File: config.mk
export PLATFORM = sky130hd
export DESIGN_NAME = pbclk_divider
export DESIGN_NICKNAME = d
export VERILOG_FILES = /design/src/rtl/pbclk_pkg.sv /design/src/rtl/pbclk_ctrl_fsm.sv /design/src/rtl/pbclk_div_core.sv /design/src/rtl/pbclk_divider.sv
export SDC_FILE = /design/constraint.sdc
export NUM_CORES = 1
export LEC_CHECK = 0
export BUFFER_PORTS_ARGS = -buffer_cell sky130_fd_sc_hd__buf_2
export CAP_MARGIN = 20
export CORE_MARGIN = 4
export CORE_UTILIZATION = 25
export DETAILED_ROUTE_END_ITERATION = 10
export GPL_TIMING_DRIVEN = 0
export PLACE_DENSITY = 0.64
export SETUP_SLACK_MARGIN = 0.05
export SYNTH_ARGS = -nofsm -noshare
export SYNTH_HDL_FRONTEND = slang
export SYNTH_SLANG_ARGS = --single-unit
File: constraint.sdc
create_clock -name clk_in -period 4.2 [get_ports clk_in]
set_clock_uncertainty 0.05 [all_clocks]
set_input_delay 0.63 -clock clk_in [delete_from_list [all_inputs] [get_ports clk_in]]
set_output_delay 0.63 -clock clk_in [all_outputs]
set_load 0.01 [all_outputs]
File: src/rtl/pbclk_pkg.sv
package pbclk_pkg;
    typedef enum logic [1:0] {
        ST_IDLE      = 2'd0,
        ST_WAIT_EDGE = 2'd1,
        ST_SETTLE    = 2'd2
    } ctl_state_e;

    localparam int READY_BIT  = 11;
    localparam int ENABLE_BIT = 15;
endpackage

File: src/rtl/pbclk_ctrl_fsm.sv
module pbclk_ctrl_fsm
    import pbclk_pkg::*;
#(
    parameter int DIV_W     = 7,
    parameter int RESET_DIV = 1
) (
    input  logic             clk_in,
    input  logic             rst_n,
    input  logic             div_wr,
    input  logic [DIV_W-1:0] div_wdata,
    input  logic             boundary,
    output logic             ready,
    output logic             load,
    output logic [DIV_W-1:0] tgt_div
);
    ctl_state_e state_q, state_d;
    logic [DIV_W-1:0] tgt_q;

    always_comb begin
        state_d = state_q;
        unique case (state_q)
            ST_IDLE:      if (div_wr) state_d = ST_WAIT_EDGE;
            ST_WAIT_EDGE: if (boundary) state_d = ST_SETTLE;
            ST_SETTLE:    state_d = ST_IDLE;
            default:      state_d = ST_IDLE;
        endcase
    end

    always_ff @(posedge clk_in or negedge rst_n) begin
        if (!rst_n) begin
            state_q <= ST_IDLE;
            tgt_q   <= DIV_W'(RESET_DIV);
        end else begin
            state_q <= state_d;
            if (state_q == ST_IDLE && div_wr)
                tgt_q <= div_wdata;
        end
    end

    always_comb begin
        ready   = 1'b0;
        load    = 1'b0;
        unique case (state_q)
            ST_IDLE:      ready = 1'b1;
            ST_WAIT_EDGE: load  = boundary;
            ST_SETTLE:    ;
            default:      ;
        endcase
        tgt_div = tgt_q;
    end

    AST_WRITE_DROPS_READY: assert property (@(posedge clk_in) disable iff (!rst_n)
        (ready && div_wr) |=> !ready);
    AST_BUSY_WRITE_IGNORED: assert property (@(posedge clk_in) disable iff (!rst_n)
        (!ready && div_wr) |=> $stable(tgt_q));
    AST_READY_AFTER_LOAD: assert property (@(posedge clk_in) disable iff (!rst_n)
        load |=> ##1 ready);
endmodule

File: src/rtl/pbclk_div_core.sv
module pbclk_div_core #(
    parameter int DIV_W     = 7,
    parameter int RESET_DIV = 1
) (
    input  logic             clk_in,
    input  logic             rst_n,
    input  logic             enable,
    input  logic             load,
    input  logic [DIV_W-1:0] div_new,
    output logic             boundary,
    output logic             clk_out
);
    localparam int CW = DIV_W + 1;

    logic [DIV_W-1:0] cur_div_q, cur_div_d;
    logic [DIV_W-1:0] cnt_q, cnt_d;
    logic             run_q, run_d;
    logic             out_q, out_d;
    logic             wrap;
    logic             pass_gate_q;
    logic [CW-1:0]    half_d;

    assign wrap     = run_q && (cnt_q == cur_div_q);
    assign boundary = wrap || !run_q;

    always_comb begin
        cur_div_d = load ? div_new : cur_div_q;
        if (!run_q || wrap) run_d = enable;
        else                run_d = 1'b1;
        if (run_q && !wrap) cnt_d = cnt_q + 1'b1;
        else                cnt_d = '0;
        half_d = ({1'b0, cur_div_d} + CW'(1)) >> 1;
        out_d  = run_d && (cur_div_d != '0) && ({1'b0, cnt_d} < half_d);
    end

    always_ff @(posedge clk_in or negedge rst_n) begin
        if (!rst_n) begin
            cur_div_q <= DIV_W'(RESET_DIV);
            cnt_q     <= '0;
            run_q     <= 1'b0;
            out_q     <= 1'b0;
        end else begin
            cur_div_q <= cur_div_d;
            cnt_q     <= cnt_d;
            run_q     <= run_d;
            out_q     <= out_d;
        end
    end

    // pass-through gate changes only while the input clock is low
    always_ff @(negedge clk_in or negedge rst_n) begin
        if (!rst_n) pass_gate_q <= 1'b0;
        else        pass_gate_q <= run_q && (cur_div_q == '0);
    end

    assign clk_out = (cur_div_q == '0) ? (clk_in & pass_gate_q) : out_q;

    AST_CNT_IN_RANGE: assert property (@(posedge clk_in) disable iff (!rst_n)
        run_q |-> (cnt_q <= cur_div_q));
    AST_RATIO_AT_EDGE: assert property (@(posedge clk_in) disable iff (!rst_n)
        !$stable(cur_div_q) |-> $past(boundary));
    AST_NO_RUNT_STOP: assert property (@(posedge clk_in) disable iff (!rst_n)
        $fell(run_q) |-> $past(wrap));
    AST_STOPPED_LOW: assert property (@(posedge clk_in) disable iff (!rst_n)
        !run_q |-> !out_q);
endmodule

File: src/rtl/pbclk_divider.sv
module pbclk_divider
    import pbclk_pkg::*;
#(
    parameter int DIV_W     = 7,
    parameter int RESET_DIV = 1
) (
    input  logic        clk_in,
    input  logic        rst_n,
    input  logic        wr_en,
    input  logic [31:0] wr_data,
    input  logic        set_en,
    input  logic [31:0] set_data,
    input  logic        clr_en,
    input  logic [31:0] clr_data,
    output logic [31:0] ctrl_rdata,
    output logic        clk_out
);
    logic             en_q;
    logic             ready, load, boundary;
    logic [DIV_W-1:0] tgt_div;

    always_ff @(posedge clk_in or negedge rst_n) begin
        if (!rst_n)                          en_q <= 1'b1;
        else if (wr_en)                      en_q <= wr_data[ENABLE_BIT];
        else if (clr_en && clr_data[ENABLE_BIT]) en_q <= 1'b0;
        else if (set_en && set_data[ENABLE_BIT]) en_q <= 1'b1;
    end

    pbclk_ctrl_fsm #(.DIV_W(DIV_W), .RESET_DIV(RESET_DIV)) u_fsm (
        .clk_in    (clk_in),
        .rst_n     (rst_n),
        .div_wr    (wr_en),
        .div_wdata (wr_data[DIV_W-1:0]),
        .boundary  (boundary),
        .ready     (ready),
        .load      (load),
        .tgt_div   (tgt_div)
    );

    pbclk_div_core #(.DIV_W(DIV_W), .RESET_DIV(RESET_DIV)) u_core (
        .clk_in   (clk_in),
        .rst_n    (rst_n),
        .enable   (en_q),
        .load     (load),
        .div_new  (tgt_div),
        .boundary (boundary),
        .clk_out  (clk_out)
    );

    always_comb begin
        ctrl_rdata               = '0;
        ctrl_rdata[DIV_W-1:0]    = tgt_div;
        ctrl_rdata[READY_BIT]    = ready;
        ctrl_rdata[ENABLE_BIT]   = en_q;
    end

    AST_SET_ALIAS: assert property (@(posedge clk_in) disable iff (!rst_n)
        (set_en && set_data[ENABLE_BIT] && !wr_en && !clr_en) |=> en_q);
    AST_CLR_ALIAS: assert property (@(posedge clk_in) disable iff (!rst_n)
        (clr_en && clr_data[ENABLE_BIT] && !wr_en) |=> !en_q);
endmodule

==> impl_metrics.ini <==
[power_and_ir_drop]
switchingPower_uw = 661.8
switching_share_pct = 40.96
p_comb_share_pct = 52.2
p_per_area_nw_per_um2 = 745.7
ir_worst_vdd_mv = 0.3375
p_int_uw = 954.1
total_power_mw = 1.616
p_leak_nw = 1.095
power.share.clock_pct = 14.5
p_seq_share_pct = 33.3

[final_layout]
layout-drive-gt1-share_pct = 35.91
n_antenna_cell = 0
final.fill_count = 708
finalNonFillerCells = 316
synthToLayoutAreaGrowth_pct = 23.27
final_common_cell = buf_4
mostFrequentLayoutCells = buf_4 (25), buf_2 (24), conb_1 (23), dfrtp_1 (23)
final_util_pct = 31.90
nets = 331

[timing]
fin_setup_tns_ns = 0
setup_violations = 0
setup_slack_ns = 0.3553
rsz0062_at_grt = false
hold_viol = 0
worst_pin_slew_ns = 1.001
relSlewSlack_pct = 32.73
slew_viol_final = 0

[global_routing]
grt_max_degree = 28
grt_antenna_before_repair = 0
gr-usage-met3_pct = 2.543
busiest_layer = met2
grt_overflow = 0
met1_usage_pct = 10.49
grtUsageTotal_pct = 9.172
grt_pass1_vias = 1336
grt_pass1_wl_mm = 6.106
grtUsageMet2_pct = 14.90

[floorplanning]
core_um2 = 6794
die_area_um2 = 8437
pin_count = 134
initial_utilization_pct = 25.87
die_w_um = 91.86
chipHeight_um = 91.86
placementRows = 30

[synth]
synth_cells = 167
yosys.area.top_type = dfrtp_1
yosys_warnings = 0
synth_seq_cells = 27
syn_area_um2 = 1758
synth_cell_type_count = 35
synth.area.top_cells = dfrtp_1 (33%), buf_4 (11%), mux2_2 (9.0%)
seq_area_frac_synth_pct = 38.65
netlist.area_leader.share_pct = 32.74
synth_area_per_cell_um2 = 10.53

[worst_setup_path]
crit_chain = a41o_1, buf_2
worstPathMaxFanout = 1
crit_type = flop to output pin
end_kind = output pin
cp-start-kind = flop
cp_slowest_stage_delay_ns = 0.39
required_ns = 3.52
cp_slowest_cell = dfrtn_1
crit_arrival_ns = 3.16
rrSetupSlack_ns = 0.57

[clock_tree]
post_cts_buffers = 0
cts_hold_buf = 0
clk_pin_slew_ns = 0.09
ctsResizeCount = 0
clock_latency_ns = 0.38
cts_tree = yes

[placed_design]
placedCellCount = 309
dp_hpwl_mm = 2.764
routabilityCongestion = 0.8455
port_buffers = 24
pre_cts_ws_ns = 0.5952

[routing]
drt-initial-drc-count = 39
drc_errors = 0
routed_wirelength_mm = 3.459
vias = 1245
ant_nets = 0
post_drt_wl_per_cell_um = 10.95
vias_per_cell = 3.940
dr.pass1.iters = 4

[min_path]
worstHoldPathType = input pin to asynchronous set/reset pin

[flow_run]
maxCapViolations = 0

[status]
status = finished clean
==> layout make-up <==
cell class	count	area, um2	area share [%]
multi-input combinational	125	920.9	42.49
buffer	26	198.9	9.180
sequential	27	679.4	31.35
tap	96	120.1	5.543
clock buffer	8	91.34	4.215
inverter	11	41.29	1.905
timing repair buffer	23	115.1	5.312
==> cells by family (layout without fill, tap and decap cells) <==
family,count (synthesis),after routing,synth area share (%)
muxes,19,19,12.38
DFF,27,27,38.65
xor gates and xnor gates,19,19,9.893
and+or+nand+nor,39,39,11.03
AOI/OAI and AO/OA,16,16,7.758
other,1,23,0.2133
adders and majority gates,9,9,6.406
buffers and inverters,37,68,13.67
==> Yosys cell counts <==
cell type and count:
a211oi_1 3, a211oi_2 1, a21boi_0 1, a21o_1 3, a21oi_1 2, a221o_1 1
a41o_1 1, and3_1 5, buf_4 25, buf_6 1, conb_1 1, dfrtn_1 1
dfrtp_1 23, dfstp_2 3, ha_1 9, inv_1 11, mux2_2 14, mux2_4 2
mux2i_1 3, nand2_1 2, nand2b_1 1, nand3_1 11, nand4_1 2, nor2_1 13
nor3_1 1, o211ai_1 1, o21a_1 1, o21ai_1 1, o41a_4 1, or2_2 1
or3_1 1, or4_1 2, xnor2_1 14, xnor2_2 1, xor2_1 4
==> state kept, by name, indices dropped and copies added (netlist names) <==
| signal | flops |
|---|---|
| u_fsm.tgt_div | 7 |
| u_core.run_q | 1 |
| u_core.out_q | 1 |
| u_core.cnt_q | 7 |
| u_fsm.state_q | 2 |
| u_core.cur_div_q | 7 |
| en_q | 1 |
| u_core.pass_gate_q | 1 |
==> power groups by stage <==
stage | registers (mW) | logic [mW] | clock network [mW]
floorplan | 0.516 | 0.653 | 0.00797
global placement | 0.539 | 0.815 | 0.0120
detailed placement | 0.547 | 0.847 | 0.0120
CTS | 0.542 | 0.855 | 0.245
global route | 0.565 | 0.961 | 0.263
finish | 0.538 | 0.844 | 0.234
==> layer usage <==
| layer | wire (um) | up-vias | part of all wire [%] |
|---|---|---|---|
| met2 | 1657 | 39 | 48 |
| met3 | 209 | 9 | 6.0 |
| met1 | 1494 | 567 | 43 |
| met4 | 98 | 0 | 2.8 |
| li1 | - | 630 | - |
| met5 | 0 | - | 0 |
==> critical path, delay by kind of cell (launching register included) <==
kind,cells,cell delay [ns]
compound gates,1,0.15
flops,1,0.39
buf+inv,1,0.13
==> final timing paths <==
kind | startpoint | endpoint | cells after the start
setup / recovery | u_core.pass_gate_q | clk_out | 2
hold / removal | rst_n | u_core.cur_div_q[4] | 1
setup reg to reg | u_core.cur_div_q[2] | u_core.out_q | 13
hold reg to reg | u_fsm.state_q[1] | u_fsm.state_q[0] | 1
max in group asynchronous | rst_n | u_core.pass_gate_q | 1
min in group clk_in | wr_data[15] | en_q | 2
==> per-stage QoR <==
stage / instance area [um2] / hold slack, ns
after floorplan: 1841 / 0.2844
after global placement: 2081 / 0.4007
after global routing: 2167 / 0.2276
after detailed placement: 2081 / 0.4040
after CTS: 2167 / 0.2089
final: 2167 / 0.1976
Note: power is estimated with default switching activity, not from simulation.
